$ cat src/rtl/raster_pkg.sv
package raster_pkg;
  localparam int NUM_REGS    = 8;
  localparam int SEL_W       = 3;
  localparam int AXIS_STRIDE = 4;

  // Per-axis offsets within the timing array; axis base = axis * AXIS_STRIDE
  typedef enum logic [SEL_W-1:0] {
    OFS_TOTAL = 3'd0,
    OFS_VIS   = 3'd1,
    OFS_FRONT = 3'd2,
    OFS_SYNC  = 3'd3
  } axis_ofs_e;
endpackage

$ cat src/rtl/raster_cfg_regs.sv
module raster_cfg_regs import raster_pkg::*; #(
  parameter int CW = 12,
  parameter logic [NUM_REGS-1:0][CW-1:0] DEFAULTS = '0
) (
  input  logic                         clk_i,
  input  logic                         rst_ni,
  input  logic                         we_i,
  input  logic [SEL_W-1:0]             sel_i,
  input  logic [CW-1:0]                data_i,
  input  logic                         commit_i,
  output logic [NUM_REGS-1:0][CW-1:0]  active_o
);
  logic [NUM_REGS-1:0][CW-1:0] shadow_q;
  logic [NUM_REGS-1:0][CW-1:0] active_q;

  for (genvar g = 0; g < NUM_REGS; g++) begin : g_reg
    always_ff @(posedge clk_i or negedge rst_ni) begin
      if (!rst_ni) begin
        shadow_q[g] <= DEFAULTS[g];
      end else if (we_i && (sel_i == SEL_W'(g))) begin
        shadow_q[g] <= data_i;
      end
    end

    always_ff @(posedge clk_i or negedge rst_ni) begin
      if (!rst_ni) begin
        active_q[g] <= DEFAULTS[g];
      end else if (commit_i) begin
        active_q[g] <= shadow_q[g];
      end
    end
  end

  assign active_o = active_q;

  // live timing only moves at a frame boundary
  assert_hold_between_frames_R9: assert property (
    @(posedge clk_i) disable iff (!rst_ni)
    !$past(commit_i) |-> $stable(active_q));
endmodule

$ cat src/rtl/raster_axis_counter.sv
module raster_axis_counter #(
  parameter int CW = 12
) (
  input  logic          clk_i,
  input  logic          rst_ni,
  input  logic          step_i,
  input  logic [CW-1:0] total_i,
  output logic [CW-1:0] cnt_o,
  output logic          last_o
);
  logic [CW-1:0] cnt_q;
  logic [CW:0]   inc_w;

  assign inc_w  = {1'b0, cnt_q} + {{CW{1'b0}}, 1'b1};
  // >= keeps the counter bounded when a smaller total is committed
  assign last_o = inc_w >= {1'b0, total_i};

  always_ff @(posedge clk_i or negedge rst_ni) begin
    if (!rst_ni) begin
      cnt_q <= '0;
    end else if (step_i) begin
      cnt_q <= last_o ? '0 : inc_w[CW-1:0];
    end
  end

  assign cnt_o = cnt_q;

  assert_step_or_wrap_R2: assert property (
    @(posedge clk_i) disable iff (!rst_ni)
    !$stable(cnt_q) |-> (cnt_q == '0 || cnt_q == $past(cnt_q) + 1'b1));

  assert_hold_without_step_R2: assert property (
    @(posedge clk_i) disable iff (!rst_ni)
    !$past(step_i) |-> $stable(cnt_q));
endmodule

$ cat src/rtl/raster_window.sv
module raster_window #(
  parameter int CW = 12
) (
  input  logic          clk_i,
  input  logic          rst_ni,
  input  logic [CW-1:0] cnt_i,
  input  logic [CW-1:0] vis_i,
  input  logic [CW-1:0] front_i,
  input  logic [CW-1:0] sync_i,
  output logic          in_vis_o,
  output logic          sync_act_o,
  output logic [CW:0]   start_o
);
  logic [CW:0]   start_w;
  logic [CW+1:0] stop_w;

  assign start_w    = {1'b0, vis_i} + {1'b0, front_i};
  assign stop_w     = {1'b0, start_w} + {2'b00, sync_i};
  assign in_vis_o   = cnt_i < vis_i;
  assign sync_act_o = ({2'b00, cnt_i} >= {1'b0, start_w}) && ({2'b00, cnt_i} < stop_w);
  assign start_o    = start_w;

  // a sync window never overlaps the visible span
  assert_sync_outside_visible_R5: assert property (
    @(posedge clk_i) disable iff (!rst_ni)
    sync_act_o |-> !in_vis_o);
endmodule

$ cat src/rtl/raster_out_stage.sv
module raster_out_stage #(
  parameter int CW = 12
) (
  input  logic          clk_i,
  input  logic          rst_ni,
  input  logic [CW-1:0] x_i,
  input  logic [CW-1:0] y_i,
  input  logic          vis_i,
  input  logic          h_act_i,
  input  logic          v_act_i,
  input  logic          h_pol_i,
  input  logic          v_pol_i,
  input  logic          fs_i,
  output logic [CW-1:0] x_o,
  output logic [CW-1:0] y_o,
  output logic          visible_o,
  output logic          hsync_o,
  output logic          vsync_o,
  output logic          frame_start_o
);
  always_ff @(posedge clk_i or negedge rst_ni) begin
    if (!rst_ni) begin
      x_o           <= '0;
      y_o           <= '0;
      visible_o     <= 1'b0;
      hsync_o       <= 1'b0;
      vsync_o       <= 1'b0;
      frame_start_o <= 1'b0;
    end else begin
      x_o           <= x_i;
      y_o           <= y_i;
      visible_o     <= vis_i;
      hsync_o       <= h_act_i ~^ h_pol_i;
      vsync_o       <= v_act_i ~^ v_pol_i;
      frame_start_o <= fs_i;
    end
  end

  assert_frame_start_origin_R8: assert property (
    @(posedge clk_i) disable iff (!rst_ni)
    frame_start_o |-> (x_o == '0 && y_o == '0));

  assert_hsync_idle_in_visible_R7: assert property (
    @(posedge clk_i) disable iff (!rst_ni)
    visible_o |-> (hsync_o != $past(h_pol_i)));
endmodule

$ cat src/rtl/raster_sync_gen.sv
module raster_sync_gen import raster_pkg::*; #(
  parameter int CW          = 12,
  parameter int H_TOTAL_DEF = 800,
  parameter int H_VIS_DEF   = 576,
  parameter int H_FRONT_DEF = 136,
  parameter int H_SYNC_DEF  = 64,
  parameter int V_TOTAL_DEF = 417,
  parameter int V_VIS_DEF   = 378,
  parameter int V_FRONT_DEF = 25,
  parameter int V_SYNC_DEF  = 3
) (
  input  logic             clk_i,
  input  logic             rst_ni,
  input  logic             cfg_we_i,
  input  logic [SEL_W-1:0] cfg_sel_i,
  input  logic [CW-1:0]    cfg_data_i,
  input  logic             hsync_pol_i,
  input  logic             vsync_pol_i,
  output logic [CW-1:0]    x_o,
  output logic [CW-1:0]    y_o,
  output logic             visible_o,
  output logic             hsync_o,
  output logic             vsync_o,
  output logic             frame_start_o
);
  localparam int NUM_AXES = NUM_REGS / AXIS_STRIDE;
  localparam logic [NUM_REGS-1:0][CW-1:0] DEFAULTS = {
    CW'(V_SYNC_DEF), CW'(V_FRONT_DEF), CW'(V_VIS_DEF), CW'(V_TOTAL_DEF),
    CW'(H_SYNC_DEF), CW'(H_FRONT_DEF), CW'(H_VIS_DEF), CW'(H_TOTAL_DEF)
  };

  logic [NUM_REGS-1:0][CW-1:0] timing;
  logic [NUM_AXES-1:0][CW-1:0] cnt;
  logic [NUM_AXES-1:0][CW:0]   start;
  logic [NUM_AXES-1:0]         last, in_vis, sync_act, step;
  logic [CW-1:0]               h_nxt;
  logic                        h_enter, commit, fs;

  raster_cfg_regs #(.CW(CW), .DEFAULTS(DEFAULTS)) i_cfg (
    .clk_i, .rst_ni,
    .we_i     (cfg_we_i),
    .sel_i    (cfg_sel_i),
    .data_i   (cfg_data_i),
    .commit_i (commit),
    .active_o (timing)
  );

  for (genvar a = 0; a < NUM_AXES; a++) begin : g_axis
    localparam int BASE = a * AXIS_STRIDE;

    raster_axis_counter #(.CW(CW)) i_cnt (
      .clk_i, .rst_ni,
      .step_i  (step[a]),
      .total_i (timing[BASE + OFS_TOTAL]),
      .cnt_o   (cnt[a]),
      .last_o  (last[a])
    );

    raster_window #(.CW(CW)) i_win (
      .clk_i, .rst_ni,
      .cnt_i      (cnt[a]),
      .vis_i      (timing[BASE + OFS_VIS]),
      .front_i    (timing[BASE + OFS_FRONT]),
      .sync_i     (timing[BASE + OFS_SYNC]),
      .in_vis_o   (in_vis[a]),
      .sync_act_o (sync_act[a]),
      .start_o    (start[a])
    );
  end

  // Line counter steps as X moves onto the sync start, so Y and HSYNC change together
  assign h_nxt   = last[0] ? '0 : cnt[0] + 1'b1;
  assign h_enter = ({1'b0, h_nxt} == start[0]);
  assign step    = {h_enter, 1'b1};
  assign commit  = last[0] && (cnt[1] == '0);
  assign fs      = (cnt[0] == '0) && (cnt[1] == '0);

  raster_out_stage #(.CW(CW)) i_out (
    .clk_i, .rst_ni,
    .x_i           (cnt[0]),
    .y_i           (cnt[1]),
    .vis_i         (in_vis[0] && in_vis[1]),
    .h_act_i       (sync_act[0]),
    .v_act_i       (sync_act[1]),
    .h_pol_i       (hsync_pol_i),
    .v_pol_i       (vsync_pol_i),
    .fs_i          (fs),
    .x_o, .y_o, .visible_o, .hsync_o, .vsync_o, .frame_start_o
  );

  assert_v_step_at_hsync_R3: assert property (
    @(posedge clk_i) disable iff (!rst_ni)
    !$stable(cnt[1]) |-> $past(h_enter));

  assert_y_wrap_R3: assert property (
    @(posedge clk_i) disable iff (!rst_ni)
    (h_enter && last[1]) |=> (cnt[1] == '0));

  assert_vsync_on_hsync_edge_R6: assert property (
    @(posedge clk_i) disable iff (!rst_ni)
    ($rose(sync_act[1]) && !$past(commit)) |-> ({1'b0, cnt[0]} == start[0]));

  assert_vsync_from_start_line_R6: assert property (
    @(posedge clk_i) disable iff (!rst_ni)
    ($rose(sync_act[1]) && !$past(commit)) |-> ({1'b0, cnt[1]} == start[1]));
endmodule

$ cat config.mk
export PLATFORM = sky130hd
export DESIGN_NAME = raster_sync_gen
export DESIGN_NICKNAME = d
export VERILOG_FILES = /design/src/rtl/raster_pkg.sv /design/src/rtl/raster_cfg_regs.sv /design/src/rtl/raster_axis_counter.sv /design/src/rtl/raster_window.sv /design/src/rtl/raster_out_stage.sv /design/src/rtl/raster_sync_gen.sv
export SDC_FILE = /design/constraint.sdc
export NUM_CORES = 1
export LEC_CHECK = 0
export ABC_AREA = 1
export BUFFER_PORTS_ARGS = -buffer_cell sky130_fd_sc_hd__buf_2
export CELL_PAD_IN_SITES_DETAIL_PLACEMENT = 0
export CELL_PAD_IN_SITES_GLOBAL_PLACEMENT = 2
export CORE_UTILIZATION = 38
export CTS_CLUSTER_DIAMETER = 50
export CTS_CLUSTER_SIZE = 25
export DETAILED_ROUTE_END_ITERATION = 12
export PLACE_DENSITY = 0.79
export SYNTH_ARGS = -nofsm -noshare
export SYNTH_HDL_FRONTEND = slang
export SYNTH_HIERARCHICAL = 1
export SYNTH_SLANG_ARGS = --single-unit
$ cat constraint.sdc
create_clock -name clk_i -period 5.29 [get_ports clk_i]
set_input_delay 1.058 -clock clk_i [delete_from_list [all_inputs] [get_ports clk_i]]
set_output_delay 1.058 -clock clk_i [all_outputs]
set_load 0.02 [all_outputs]
==> impl_results.md, run 1 <==
* Clock Pin Slew Worst Setup and Hold Paths at 60 ps
* Die width at 205 um
* Die area at 0.0419 sq mm
* Final Non-Filler Cells at 2,644
* Relative slew slack at 0.378
* Maximum vdd drop at 0.281 mV
* Cts hold-fix bufs at 0
* HP Start: i_cfg/shadow_q[56]
* Setup Skew at 15.6 ps
* Setup violators final at 0
* Layout cells sized above 1 at 0.125
* Hpwl dp at 30,900 um
* Placed Cells at 2,578
* # resized after CTS at 0
* Total number of vias at 12,600
* First-pass GRT wire length at 68,600 um
* DIE HEIGHT at 205 um
* Nets at 2,263
* Most frequent cells in the layout: 656 x nand2_1, 313 x inv_1, 198 x dfrtp_1, 148 x ha_1, 116 x nand3_1
* Peak Freq at 214 MHz
* RR Startpoint: g_axis[0].i_cnt/cnt_o[0]
* Hold Slack at 461 ps
* CTS H-tree depth at 2
* CTS tree: done
* Clock root buffer: clkbuf_16
* P&R area growth vs syn at 13.5%
* 1st-iter DRT viols at 708
* Skew-Pair Late Insertion Delay at 550 ps
* Slowest stage delay, CP at 370 ps
* Critical Path AT at 5160 ps
* Worst Setup SP: g_axis[0].i_cnt/cnt_o[0]
* Post-route design area at 0.0177 sq mm
* Antenna violations before repair at 0
* Most common cell after layout, fill and taps aside: nand2_1
* Post-placement cell area at 0.0164 sq mm
* Routed WL at 42,200 um
* CTS buffer count at 36
* Synth warn at 6
* Leak pwr at 9.35 nW
* Worst hold path type: flop to flop
* DR WL/cell at 16.0 um
* Slew @ Worst Pin at 929 ps
* Number of global-route vias before repair at 12,500
* Drc violations at 0
* Syn Inst Count at 2,046
* PwrDens at 578 mW/mm^2
* CTS Sinks at 244
* Final setup TNS at 0 ps
* Slowest CP cell: clkinvlp_4
* Final Wtd Congestion at 0.834
* Max Cap Viol at 0
* Mean Syn Cell Area at 7.63 sq um
* Status: finished, final reports clean
* Critical Path RT at 5780 ps
* IO buf count at 47
* CP Class: flop to flop
* Final slew viol count at 0
* Antenna-violating nets left at 0
* Final hold vios at 0
* Row cnt at 73
* Core area at 0.0401 sq mm
* # IOs at 48
* Unrepaired setup endpoints after global routing: true
* Initial Utilization at 0.389
* Largest net degree at the start of global routing at 104
* Drt via density at 4.78
* Finished Core Util at 0.442
* Tot GR Track Use at 0.212
* Tmin final at 4670 ps
* Setup crit end kind: flop
* WP buf/inv at 3
* CP Max Fanout at 23
* Most frequent cell on the critical path: nand2_1
* Postcts setup bufs at 0
* Period utilisation layout at 0.883
* Startpoint types: flop
* Max Buffers Root-to-Sink at 3
* Antenna diodes at 0
* Synthesized cell area at 0.0156 sq mm
* TritonRoute pass-1 iters at 5
* Critical path's top delay family: simple AND/OR/NAND/NOR gates
* Grt ovf at 0
-- per-layer routing --
layer	routed length (um)	part of all wire	track usage	vias up
li1	-	-	-	6548
met1	22000	0.52	0.314	5849
met2	17700	0.42	0.316	193
met3	1630	0.039	0.0318	59
met4	886	0.021	0.0621	0
met5	0	0	0	-
-- sequential cells by signal, summed over array words and instances (netlist names) --
name,flops
i_cfg/shadow_q,96
i_cfg/active_o,96
i_out/visible_o,1
i_out/y_o,12
g_axis.i_cnt/cnt_o,24
i_out/vsync_o,1
i_out/x_o,12
i_out/hsync_o,1
i_out/frame_start_o,1
-- tightest hold or removal path, delay by kind of cell, from the launching register on --
family | cells | cell delay (ps)
flip-flops | 1 | 370
AND/OR/NAND/NOR | 2 | 90
-- cell type report --
type | instances | area (sq um)
clock buffer | 41 | 961
clock inverter | 25 | 345
fill | 4130 | 22400
inverter | 325 | 1220
multi-input combinational | 1414 | 7880
sequential | 244 | 6160
tap | 525 | 657
timing repair buffer | 70 | 480
-- per-stage QoR --
stage | worst slack (ps) | power [W]
5_1_grt | -28.3 | 0.0112
3_3_place_gp | 729 | 0.00761
6_report | 617 | 0.0102
4_1_cts | 533 | 0.0104
2_1_floorplan | 1550 | 0.00632
3_5_place_dp | 563 | 0.00767
-- power by group --
part / internal [W] / total, W / switching [W]
Sequential: 0.00240 / 0.00274 / 0.000336
Combinational: 0.00176 / 0.00488 / 0.00313
Clock: 0.00163 / 0.00261 / 0.000984
Total: 0.00579 / 0.0102 / 0.00445
-- worst paths after layout --
check | endpoint | slack (ps) | cells after the start
setup / recovery | g_axis[1].i_cnt/cnt_o[2] | 620 | 27
min in group asynchronous | i_out/x_o[9] | 500 | 1
setup reg to reg | g_axis[1].i_cnt/cnt_o[2] | 620 | 27
hold / removal | i_cfg/shadow_q[56] | 460 | 2
hold reg to reg | i_cfg/shadow_q[56] | 460 | 2
max in group asynchronous | i_cfg/shadow_q[71] | 3490 | 2
Note: power is estimated with default switching activity, not from simulation.
==> inputs of run 2 (changes only) <==
--- a/config.mk
+++ b/config.mk
@@ -14,7 +14,9 @@
 export CTS_CLUSTER_SIZE = 25
 export DETAILED_ROUTE_END_ITERATION = 12
 export PLACE_DENSITY = 0.79
+export RECOVER_POWER = 100
 export SYNTH_ARGS = -nofsm -noshare
 export SYNTH_HDL_FRONTEND = slang
 export SYNTH_HIERARCHICAL = 1
 export SYNTH_SLANG_ARGS = --single-unit
+export TNS_END_PERCENT = 100
==> run 2 against run 1 <==
Against the previous run:
- the flow now finishes with violations (max-capacitance violations, max-slew violations)
- flip-flop and latch count did not move
- combinational power decreased by 2%
- final area fell by 0.91%
- die area unchanged
- wire length hardly changed
- largest cell class unchanged
- sequential share of layout area is 0.32 points higher
- clock power about the same
==> impl_results.md, run 2 (same netlist as run 1, synthesis figures left out) <==
* Period utilisation layout at 0.885
* CP Class: flop to flop
* Worst hold path type: flop to flop
* Drc violations at 0
* # IOs at 48
* Clock root buffer: clkbuf_16
* Hold Slack at 461 ps
* TritonRoute pass-1 iters at 5
* CTS tree: done
* Most common cell after layout, fill and taps aside: nand2_1
* Area of the multi-input gates at 0.00786 sq mm
* DR WL/cell at 16.0 um
* Slew @ Worst Pin at 2730 ps
* DIE HEIGHT at 205 um
* Final Wtd Congestion at 0.834
* Final setup TNS at 0 ps
* Final hold vios at 0
* 1st-iter DRT viols at 652
* Setup violators final at 0
* IO buf count at 47
* Slowest CP cell: inv_1
* Post-placement cell area at 0.0164 sq mm
* First-pass GRT wire length at 68,600 um
* Maximum vdd drop at 0.282 mV
* Total number of vias at 12,600
* Critical Path RT at 5770 ps
* Unrepaired setup endpoints after global routing: true
* Drt via density at 4.78
* Skew-Pair Late Insertion Delay at 550 ps
* PwrDens at 578 mW/mm^2
* Max Buffers Root-to-Sink at 3
* Antenna violations before repair at 0
* Leak pwr at 9.17 nW
* CTS buffer count at 36
* Final slew viol count at 144
* Initial Utilization at 0.389
* Most frequent cells in the layout: 656 x nand2_1, 313 x inv_1, 198 x dfrtp_1, 148 x ha_1, 116 x nand3_1
* Tot GR Track Use at 0.212
* Routed WL at 42,200 um
* Flop2flop setup slack at 610 ps
* Post-route design area at 0.0176 sq mm
* Reg area at 0.00616 sq mm
* Grt ovf at 0
* Setup Skew at 16.1 ps
* P&R area growth vs syn at 12.5%
* Postcts setup bufs at 0
* FILL cells at 4,158
* CTS H-tree depth at 2
* Relative slew slack at -0.822
* Startpoint types: flop
* Die area at 0.0419 sq mm
* CP Max Fanout at 23
* Die width at 205 um
* Nets at 2,263
* Most frequent cell on the critical path: nand2_1
* Final Non-Filler Cells at 2,644
* Failing checks: max-capacitance violations, max-slew violations
* Antenna diodes at 0
* Max Cap Viol at 2
* Status: complete, but fails checks
* Tmin final at 4680 ps
* Setup crit end kind: flop
* Cts hold-fix bufs at 0
* Peak Freq at 214 MHz
* Slowest stage delay, CP at 380 ps
* Core area at 0.0401 sq mm
* Layout cells sized above 1 at 0.106
* CTS Sinks at 244
* Antenna-violating nets left at 0
* Critical Path AT at 5170 ps
* Number of global-route vias before repair at 12,500
* Finished Core Util at 0.438
* Hpwl dp at 30,900 um
* Row cnt at 73
* Clock Pin Slew Worst Setup and Hold Paths at 60 ps
* Placed Cells at 2,578
* Largest net degree at the start of global routing at 104
## run 2: cell types whose count changed in the layout (fill, tap and decap cells not counted), moves of 2 or more
cell	before	now
buf_2	46	17
o21ai_0	107	109
buf_4	18	8
clkbuf_1	2	40
buf_12	5	1
clkbuf_2	0	6
## run 2: critical path: cells and delay by family (launching register included)
kind | cells | cell delay (ps)
buffers and inverters | 3 | 830
and+or+nand+nor | 20 | 2450
adders and majority gates | 2 | 570
AOI/OAI and AO/OA | 2 | 400
DFF | 1 | 350
## run 2: area by class of cell
cell class                      instances  area share
Clock buffer                           41      0.0547
Timing Repair Buffer                   70      0.0192
Inverter                              325      0.0697
Clock inverter                         25      0.0197
Multi-Input combinational cell       1414       0.448
Tap cell                              525      0.0374
Sequential cell                       244       0.351
## run 2: worst paths after layout
check / start / endpoint / cells past startpoint
worst max-delay path: g_axis[0].i_cnt/cnt_o[0] / g_axis[1].i_cnt/cnt_o[2] / 27
worst min-delay path: i_cfg/shadow_q[56] / i_cfg/shadow_q[56] / 2
worst max register to register: g_axis[0].i_cnt/cnt_o[0] / g_axis[1].i_cnt/cnt_o[2] / 27
worst min register to register: i_cfg/shadow_q[56] / i_cfg/shadow_q[56] / 2
max in group asynchronous: rst_ni / i_cfg/shadow_q[71] / 2
min in group asynchronous: rst_ni / i_out/x_o[9] / 1
## run 2: through the flow
step	power, W	worst slack [ps]
3_5_place_dp	0.00767	563
4_1_cts	0.0104	533
2_1_floorplan	0.00632	1550
3_3_place_gp	0.00761	729
5_1_grt	0.0111	-28.3
6_report	0.0102	607
## run 2: report_power, final
part / switching [W] / leakage (nW) / internal, W
Combinational: 0.00311 / 5.49 / 0.00169
Sequential: 0.000336 / 3.06 / 0.00240
Clock: 0.000983 / 0.629 / 0.00163
Total: 0.00443 / 9.17 / 0.00572
## run 2: per-layer routing
metal,track usage,routed length (um)
met5,0,0
met4,0.0621,885
met3,0.0318,1610
met1,0.314,22000
met2,0.316,17700
## run 2: repair_timing
action	in CTS	in global routing
resized for setup	0	1
endpoints found under the setup margin	0	8
endpoints found under the hold margin	0	0
